### src/rtl/sram_lane_pkg.sv
package sram_lane_pkg;

   typedef enum logic [1:0] {
      ST_IDLE   = 2'd0,
      ST_ACCESS = 2'd1,
      ST_GAP    = 2'd2
   } ctl_state_t;

   function automatic int ceil_div(input int num, input int den);
      return (num + den - 1) / den;
   endfunction

endpackage

### src/rtl/sram_hold_timer.sv
module sram_hold_timer #(
   parameter int HOLD = 4
) (
   input  logic clk,
   input  logic rst_n,
   input  logic start,
   input  logic run,
   output logic last
);

   if (HOLD < 1) begin : g_bad_hold
      $error("sram_hold_timer: HOLD must be at least 1");
   end

   if (HOLD == 1) begin : g_single
      // Every access clock is also the last one.
      assign last = 1'b1;
      logic unused_in;
      assign unused_in = ^{clk, rst_n, start, run};
   end else begin : g_count
      localparam int CW = $clog2(HOLD);
      localparam logic [CW-1:0] LAST_VAL = CW'(HOLD - 1);
      logic [CW-1:0] cnt;

      always_ff @(posedge clk or negedge rst_n) begin
         if (!rst_n) begin
            cnt <= '0;
         end else if (start) begin
            cnt <= '0;
         end else if (run && !last) begin
            cnt <= cnt + 1'b1;
         end
      end

      assign last = (cnt == LAST_VAL);

      assert_cnt_bound_R5: assert property (@(posedge clk) disable iff (!rst_n)
         cnt <= LAST_VAL);
   end

endmodule

### src/rtl/sram_byte_lanes.sv
module sram_byte_lanes #(
   parameter int DATA_W = 16
) (
   input  logic [DATA_W/8-1:0] req_mask,
   input  logic [DATA_W/8-1:0] held_mask,
   input  logic [DATA_W-1:0]   rd_in,
   output logic [DATA_W/8-1:0] be_n,
   output logic [DATA_W-1:0]   rd_masked
);

   localparam int LANES = DATA_W / 8;

   if (DATA_W % 8 != 0) begin : g_bad_width
      $error("sram_byte_lanes: DATA_W must be a multiple of 8");
   end

   for (genvar g = 0; g < LANES; g++) begin : g_lane
      assign be_n[g]            = ~req_mask[g];
      assign rd_masked[g*8 +: 8] = held_mask[g] ? rd_in[g*8 +: 8] : 8'h00;
   end

endmodule

### src/rtl/sram_lane_ctrl.sv
module sram_lane_ctrl
   import sram_lane_pkg::*;
#(
   parameter int ADDR_W    = 21,
   parameter int DATA_W    = 16,
   parameter int CLK_PS    = 20000,
   parameter int ACCESS_PS = 70000
) (
   input  logic                clk,
   input  logic                rst_n,
   input  logic                req_valid,
   output logic                req_ready,
   input  logic                req_write,
   input  logic [ADDR_W-1:0]   req_addr,
   input  logic [DATA_W-1:0]   req_wdata,
   input  logic [DATA_W/8-1:0] req_mask,
   output logic                rsp_valid,
   output logic [DATA_W-1:0]   rsp_rdata,
   output logic [ADDR_W-1:0]   mem_addr,
   output logic                mem_cs_n,
   output logic                mem_cs,
   output logic                mem_we_n,
   output logic                mem_oe_n,
   output logic [DATA_W/8-1:0] mem_be_n,
   output logic [DATA_W-1:0]   mem_dq_out,
   output logic                mem_dq_oe,
   input  logic [DATA_W-1:0]   mem_dq_in
);

   localparam int LANES = DATA_W / 8;
   localparam int HOLD  = ceil_div(ACCESS_PS, CLK_PS);

   if (ADDR_W < 1) begin : g_bad_addr
      $error("sram_lane_ctrl: ADDR_W must be positive");
   end
   if (CLK_PS < 1 || ACCESS_PS < 1) begin : g_bad_time
      $error("sram_lane_ctrl: timing parameters must be positive");
   end

   ctl_state_t         state;
   logic               wr_q;
   logic [LANES-1:0]   mask_q;
   logic               accept;
   logic               last;
   logic [LANES-1:0]   be_n_req;
   logic [DATA_W-1:0]  rd_masked;

   assign req_ready = (state == ST_IDLE);
   assign accept    = req_valid && req_ready;

   sram_hold_timer #(.HOLD(HOLD)) u_timer (
      .clk   (clk),
      .rst_n (rst_n),
      .start (accept),
      .run   (state == ST_ACCESS),
      .last  (last)
   );

   sram_byte_lanes #(.DATA_W(DATA_W)) u_lanes (
      .req_mask  (req_mask),
      .held_mask (mask_q),
      .rd_in     (mem_dq_in),
      .be_n      (be_n_req),
      .rd_masked (rd_masked)
   );

   always_ff @(posedge clk or negedge rst_n) begin
      if (!rst_n) begin
         state      <= ST_IDLE;
         wr_q       <= 1'b0;
         mask_q     <= '0;
         mem_addr   <= '0;
         mem_cs_n   <= 1'b1;
         mem_cs     <= 1'b0;
         mem_we_n   <= 1'b1;
         mem_oe_n   <= 1'b1;
         mem_be_n   <= '1;
         mem_dq_out <= '0;
         mem_dq_oe  <= 1'b0;
         rsp_valid  <= 1'b0;
         rsp_rdata  <= '0;
      end else begin
         rsp_valid <= 1'b0;
         unique case (state)
            ST_IDLE: begin
               if (req_valid) begin
                  state      <= ST_ACCESS;
                  wr_q       <= req_write;
                  mask_q     <= req_mask;
                  mem_addr   <= req_addr;
                  mem_cs_n   <= 1'b0;
                  mem_cs     <= 1'b1;
                  mem_we_n   <= ~req_write;
                  mem_oe_n   <= req_write;
                  mem_be_n   <= be_n_req;
                  mem_dq_out <= req_write ? req_wdata : '0;
                  mem_dq_oe  <= req_write;
               end
            end
            ST_ACCESS: begin
               if (last) begin
                  state     <= ST_GAP;
                  mem_cs_n  <= 1'b1;
                  mem_cs    <= 1'b0;
                  mem_we_n  <= 1'b1;
                  mem_oe_n  <= 1'b1;
                  mem_be_n  <= '1;
                  mem_dq_oe <= 1'b0;
                  if (!wr_q) begin
                     rsp_valid <= 1'b1;
                     rsp_rdata <= rd_masked;
                  end
               end
            end
            default: begin
               state <= ST_IDLE;
            end
         endcase
      end
   end

   // the controller never fights the memory's output drivers
   assert_bus_excl_R10: assert property (@(posedge clk) disable iff (!rst_n)
      !(mem_dq_oe && !mem_oe_n));

   assert_strobe_excl_R4: assert property (@(posedge clk) disable iff (!rst_n)
      !(!mem_we_n && !mem_oe_n));

   assert_strobe_sel_R2: assert property (@(posedge clk) disable iff (!rst_n)
      (!mem_we_n || !mem_oe_n) |-> (!mem_cs_n && mem_cs));

   assert_hold_stable_R5: assert property (@(posedge clk) disable iff (!rst_n)
      (state == ST_ACCESS && $past(state == ST_ACCESS))
         |-> ($stable(mem_addr) && $stable(mem_be_n) && $stable(mem_dq_out)));

   assert_gap_idle_R6: assert property (@(posedge clk) disable iff (!rst_n)
      (state == ST_GAP) |-> (mem_cs_n && !mem_cs && mem_we_n && mem_oe_n
                             && (mem_be_n == '1) && !mem_dq_oe));

   assert_busy_R7: assert property (@(posedge clk) disable iff (!rst_n)
      accept |=> !req_ready);

   assert_rsp_pulse_R8: assert property (@(posedge clk) disable iff (!rst_n)
      rsp_valid |=> !rsp_valid);

   assert_zero_mask_R9: assert property (@(posedge clk) disable iff (!rst_n)
      (accept && req_mask == '0) |=> (mem_be_n == '1));

endmodule

### config.mk
export PLATFORM = sky130hd
export DESIGN_NAME = sram_lane_ctrl
export DESIGN_NICKNAME = d
export VERILOG_FILES = /design/src/rtl/sram_lane_pkg.sv /design/src/rtl/sram_hold_timer.sv /design/src/rtl/sram_byte_lanes.sv /design/src/rtl/sram_lane_ctrl.sv
export SDC_FILE = /design/constraint.sdc
export NUM_CORES = 1
export LEC_CHECK = 0
export CAP_MARGIN = 20
export CORE_UTILIZATION = 40
export DETAILED_ROUTE_END_ITERATION = 6
export DONT_BUFFER_PORTS = 1
export PLACE_DENSITY = 0.53
export SYNTH_ARGS = -nofsm -noshare
export SYNTH_HDL_FRONTEND = slang
export SYNTH_SLANG_ARGS = --single-unit
### constraint.sdc
create_clock -name clk -period 3.24 [get_ports clk]
set_input_delay 0.648 -clock clk [delete_from_list [all_inputs] [get_ports clk]]
set_output_delay 0.648 -clock clk [all_outputs]
set_load 0.01 [all_outputs]
=== Word-level counts from Yosys, hierarchy flattened ===
Cells that the tools add are included.
Widths: inputs -> output; s select.

* Flip-flop bits (word level): 68
* Logic and storage cells: 58

* Add/subtract/negate cells: 1
* Equality and inequality tests: 4
* Multiplexer cells: 25
* Bitwise gates (word level): 4
* Reductions and logical operators: 10

{| class="wikitable"
|+ Operator list
! cell !! count
|-
| $mux 16 || 1
|-
| $mux 8 || 2
|-
| $mux 2 || 6
|-
| $pmux 1 s2 || 5
|-
| $mux 1 || 9
|-
| $pmux 2 s2 || 2
|-
| $reduce_and 3->1 || 2
|-
| $ne 2x2->1 const B || 2
|-
| $not 1->1 || 4
|-
| $reduce_and 2->1 || 2
|-
| $reduce_bool 2->1 || 2
|-
| $add 2x1->2 const B || 1
|-
| $eq 2x1->1 const B || 1
|-
| $eq 2x2->1 const B || 1
|-
| $logic_and 1x1->1 || 2
|-
| $logic_not 2->1 || 1
|-
| $logic_not 1->1 || 1
|}

=== Logic depth before layout (Yosys ltp) ===
* Depth after elaboration: 5
* Depth in mapped cells: 6

=== Hierarchy ===
From an unflattened synthesis, not the netlist that was laid out.

* Cell total of the unflattened synthesis: 225
* Area, all modules: 2846.5 µm²

{| class="wikitable"
|+ Modules (own cells, without submodules)
! module !! instances !! cells each !! area an instance (µm²) !! sequential area each (µm²)
|-
| sram_lane_ctrl || 1 || 197 || 2615.0 || 1657.8
|-
| sram_hold_timer || 1 || 10 || 123.9 || 50.0
|-
| sram_byte_lanes || 1 || 18 || 107.6 || 0.0
|}

=== Worst setup path before layout ===
OpenSTA, ideal clock, no wires.

* Path type: in2reg
* From: input req_valid
* To: register wr_q
* Setup time: 117 ps
* Arrival: 1348 ps
* Required time: 3123 ps
* Setup slack: 1775 ps
* Stages: 5
* Path through: or3b_1 > buf_6 > buf_6 > nand2_1 > nand2_1

* Word-level cells in the longest chain between the ends: 1

{| class="wikitable"
|+ RTL lines
! item !! line !! RTL
|-
| from (decl) || sram_lane_ctrl.sv:11 || <nowiki>input logic req_valid,</nowiki>
|-
| $reduce_and 2->1 (no line) || n/a ||
|-
| to (signal assigned) || sram_lane_ctrl.sv:88 || <nowiki>wr_q <= req_write;</nowiki>
|-
| to (decl) || sram_lane_ctrl.sv:41 || <nowiki>logic wr_q;</nowiki>
|}

No other way between the ends.
A chain may end at the register's enable or synchronous reset.

=== Worst setup path after layout ===
* From: register state[1]
* To: register mem_cs_n

* Word-level cells in the longest chain between the ends: 3
* Elaborated cells between the ends (all ways): 7

{| class="wikitable"
|+ RTL lines
! item !! line !! RTL
|-
| from (decl) || sram_lane_ctrl.sv:40 || <nowiki>ctl_state_t state;</nowiki>
|-
| from (signal assigned) || sram_lane_ctrl.sv:69 || <nowiki>state <= ST_IDLE;</nowiki>
|-
| from (signal assigned) || sram_lane_ctrl.sv:87 || <nowiki>state <= ST_ACCESS;</nowiki>
|-
| from (signal assigned) || sram_lane_ctrl.sv:102 || <nowiki>state <= ST_GAP;</nowiki>
|-
| $eq 2x1->1 or $logic_not 2->1 (tied branches) || sram_lane_ctrl.sv:84 || <nowiki>unique case (state)</nowiki>
|-
| $ne 2x2->1 (no line) or $reduce_bool 2->1 (tied branches) || n/a ||
|-
| $reduce_and 3->1 (no line) || n/a ||
|-
| to (signal assigned) || sram_lane_ctrl.sv:73 || <nowiki>mem_cs_n <= 1'b1;</nowiki>
|-
| to (signal assigned) || sram_lane_ctrl.sv:91 || <nowiki>mem_cs_n <= 1'b0;</nowiki>
|-
| to (signal assigned) || sram_lane_ctrl.sv:103 || <nowiki>mem_cs_n <= 1'b1;</nowiki>
|-
| to (decl) || sram_lane_ctrl.sv:20 || <nowiki>output logic mem_cs_n,</nowiki>
|}

Several ways; a longest one is shown, not always the timed one.

==> out/metrics.csv <==
stage,metric,value,unit
cts,Clock Tree Buf Depth,2,
layout,fin cells,372,
yosys,#FFs+latches synth,68,
place,post-DP HPWL,3.709,mm
timing,RSZ-0062 raised after global routing,false,
timing,Slew Limit Fails,0,
die,die height,84.90,um
setup_path,Worst Setup Path Type,flop to flop,
setup_path,CP endpoint kind,flop,
die,initial core utilization,0.4232,
yosys,"Warnings, synthesis",0,
timing,Achievable Freq,538.9,MHz
yosys,"Distinct cells, synth",25,
global_routing,initial antenna violation count,0,
timing,Final Skew,0.008795,ns
place,port buffer count,0,
setup_path,CP cell instances,or3b_1 -> buf_4 -> a21o_1,
yosys,Syn Nets,353,
pwr,Comb pwr share,0.209,
global_routing,vias in the first global route,1914,
layout,Seq. cell area,0.001708,mm2
die,total core area,0.006495,mm2
setup_path,Critical Path Fanout Max,25,
run_status,failing checks,design-rule violations,
die,I/O pin count,121,
cts,clock sinks,68,
pwr,Leakage,0.001514,uW
pwr,clock share of power,0.199,
layout,layout cells sized above 1,0.08136,
layout,P&R area growth vs syn,6.782,%
cts,setup bufs post-CTS,0,
timing,final worst path period share,0.5728,
detailed_routing,vias per cell,5.108,
timing,Final Hold Viols,0,
setup_path,crit start category,flop,
setup_path,Worst path slowest cell,or3b_1,
timing,min cycle time layout,1.856,ns
detailed_routing,Iter 0 DRT Violations,122,
yosys,post-synthesis sequential area ratio,0.6213,
global_routing,gr ovfl total,0,
pwr,"IR drop worst, VDD",0.0003141,V
timing,final setup vio count,0,
cts,"CTS clk-pin slew, worst paths",0.07,ns
layout,Final #Nets,350,
detailed_routing,DR WL/cell,15.36,um
layout,area of the multi-input gates,888.4,um2
global_routing,largest net degree at the start of global routing,62,
setup_path,Crit path largest cell delay,0.70,ns
timing,max_slew headroom,0.5996,
detailed_routing,Routed WL,5.713,mm
cts,H-tree levels,3,
job,Max-cap violations,0,
run_status,status,finished with violations,
setup_path,Crit path required time,3.50,ns
die,num rows,29,
layout,Fillers,648,
worst_hold_path,Hold WC Path Type,input pin to async pin,
cts,clock latency on the worst-skew pair,0.33,ns
layout,Antenna diodes,0,
pwr,Sw Pwr,1128,uW
cts,Root Buffer,clkbuf_8,
setup_path,critical path arrival,2.11,ns
detailed_routing,Via Count,1900,
layout,"Core Util, Final",0.4519,
timing,worst slew pin tran,0.6006,ns
detailed_routing,Post-DRT Antenna Nets,0,
cts,CTS buffer count,9,
place,DP Cell Count,354,
pwr,P_int,1746,uW
place,Final Wtd Congestion,0.6671,
pwr,Sw Ratio,0.3925,
yosys,synthesized instance count,293,
pwr,Pwr Density,978.9,mW/mm2
detailed_routing,DR DRC count,10,
pwr,Tot Pwr,2873,uW
setup_path,CP top delay family,simple AND/OR/NAND/NOR gates,
global_routing,global-route usage over all layers,0.1710,
pwr,Reg power frac,0.592,
timing,Setup TNS,0,ns
setup_path,Worst Path Buf+Inv,1,
die,die area,0.007208,mm2
cts,TritonCTS clock tree,yes,
detailed_routing,drt pass-1 iters,7,
global_routing,global-route wire length before repair,9.453,mm
yosys,Post-Syn Area,0.002749,mm2
yosys,average cell area after synthesis,9.382,um2
die,die width,84.90,um
per-layer routing:
metal,share of wire,wire length [um],up-vias,track usage
li1,-,-,930,-
met1,0.44,2509,884,0.2040
met2,0.45,2591,82,0.2749
met3,0.098,559,4,0.06031
met4,0.0093,53,0,0.08783
met5,0,0,-,0
metrics by stage:
| step | hold slack (ns) | setup WS, ns | cell area [um2] |
|---|---|---|---|
| 5_1_grt | 0.1300 | 1.252 | 2935 |
| 2_1_floorplan | 0.3524 | 1.775 | 2749 |
| 4_1_cts | 0.1335 | 1.354 | 2935 |
| 6_report | 0.1581 | 1.384 | 2935 |
| 3_3_place_gp | 0.3538 | 1.349 | 2738 |
| 3_5_place_dp | 0.3538 | 1.323 | 2738 |
flip-flops by register name (all words and copies together), names as in the netlist, 2 cells and up:
signal               flops
mem_be_n                 2
mem_addr                21
mask_q                   2
rsp_rdata               16
u_timer.g_count.cnt      2
mem_dq_out              16
state                    2
cell type report:
class,instances,share of cell area
Sequential cell,68,0.5818
Multi-Input combinational cell,200,0.3026
Clock buffer,11,0.04476
Tap cell,77,0.03282
Timing Repair Buffer,5,0.02046
Clock inverter,5,0.009804
Inverter,6,0.007673
synthesized netlist by cell type, drive strengths merged:
| master | count | area, um2 |
|---|---|---|
| clkbuf | 6 | 22.52 |
| o22ai | 1 | 6.260 |
| or2b | 1 | 7.510 |
| or3b | 1 | 8.760 |
| nor3 | 4 | 20.02 |
| a22o | 1 | 8.760 |
| nor3b | 1 | 18.77 |
| nor2 | 4 | 15.01 |
| a211oi | 1 | 7.510 |
| o21ai | 21 | 105.1 |
| o21bai | 1 | 7.510 |
| a21oi | 1 | 5.000 |
| a221oi | 3 | 26.28 |
| nand2 | 138 | 518.0 |
| dfstp | 5 | 131.4 |
| a22oi | 2 | 15.01 |
| ha | 1 | 12.51 |
| a21o | 2 | 15.01 |
| nand4bb | 1 | 11.26 |
| inv | 6 | 22.52 |
| buf | 13 | 107.6 |
| nand3 | 16 | 80.08 |
| dfrtp | 63 | 1577 |
worst paths after layout:
check | from | to | slack (ns) | depth (start not counted)
max in group asynchronous | rst_n | state[0] | 2.47 | 1
max reg2reg | state[1] | mem_cs_n | 1.38 | 3
min | rst_n | mem_we_n | 0.16 | 0
min reg2reg | wr_q | wr_q | 0.48 | 2
min in group clk | req_mask[0] | mem_be_n[0] | 0.38 | 1
max | state[1] | mem_cs_n | 1.38 | 3
cells by family (layout without fill, tap and decap cells):
group	after synthesis	count (layout)	synth area share
AO/OA/AOI/OAI	33	33	0.07146
AND/OR/NAND/NOR	166	166	0.2472
flip-flops	68	68	0.6213
adder cells (fa/ha/maj)	1	1	0.004551
buffers and inverters	25	27	0.05552
what timing repair did:
action	in CTS	in global routing
hold buffers	2	0
gates resized for setup	0	0
endpoints found under the hold margin	61	0
cell usage in the layout (no fill, tap or decap), types with 2 or more instances in the layout:
| cell | instances |
|---|---|
| clkbuf_8 | 9 |
| nor3_1 | 4 |
| nand2_1 | 138 |
| nand3_1 | 16 |
| buf_4 | 3 |
| o21ai_0 | 21 |
| dfrtp_1 | 63 |
| clkbuf_1 | 2 |
| a21o_1 | 2 |
| a22oi_1 | 2 |
| nor2_1 | 4 |
| clkinv_2 | 4 |
| dfstp_2 | 5 |
| inv_1 | 6 |
| a221oi_1 | 3 |
power by group through the flow:
| stage | sequential, uW | clock [uW] | combinational [uW] |
|---|---|---|---|
| after detailed placement | 1720 | 0 | 598 |
| after global placement | 1720 | 0 | 571 |
| final | 1700 | 571 | 601 |
| after CTS | 1710 | 598 | 617 |
| after global routing | 1760 | 629 | 736 |
| after floorplan | 1590 | 0 | 594 |
(Power assumes the default switching activity.)
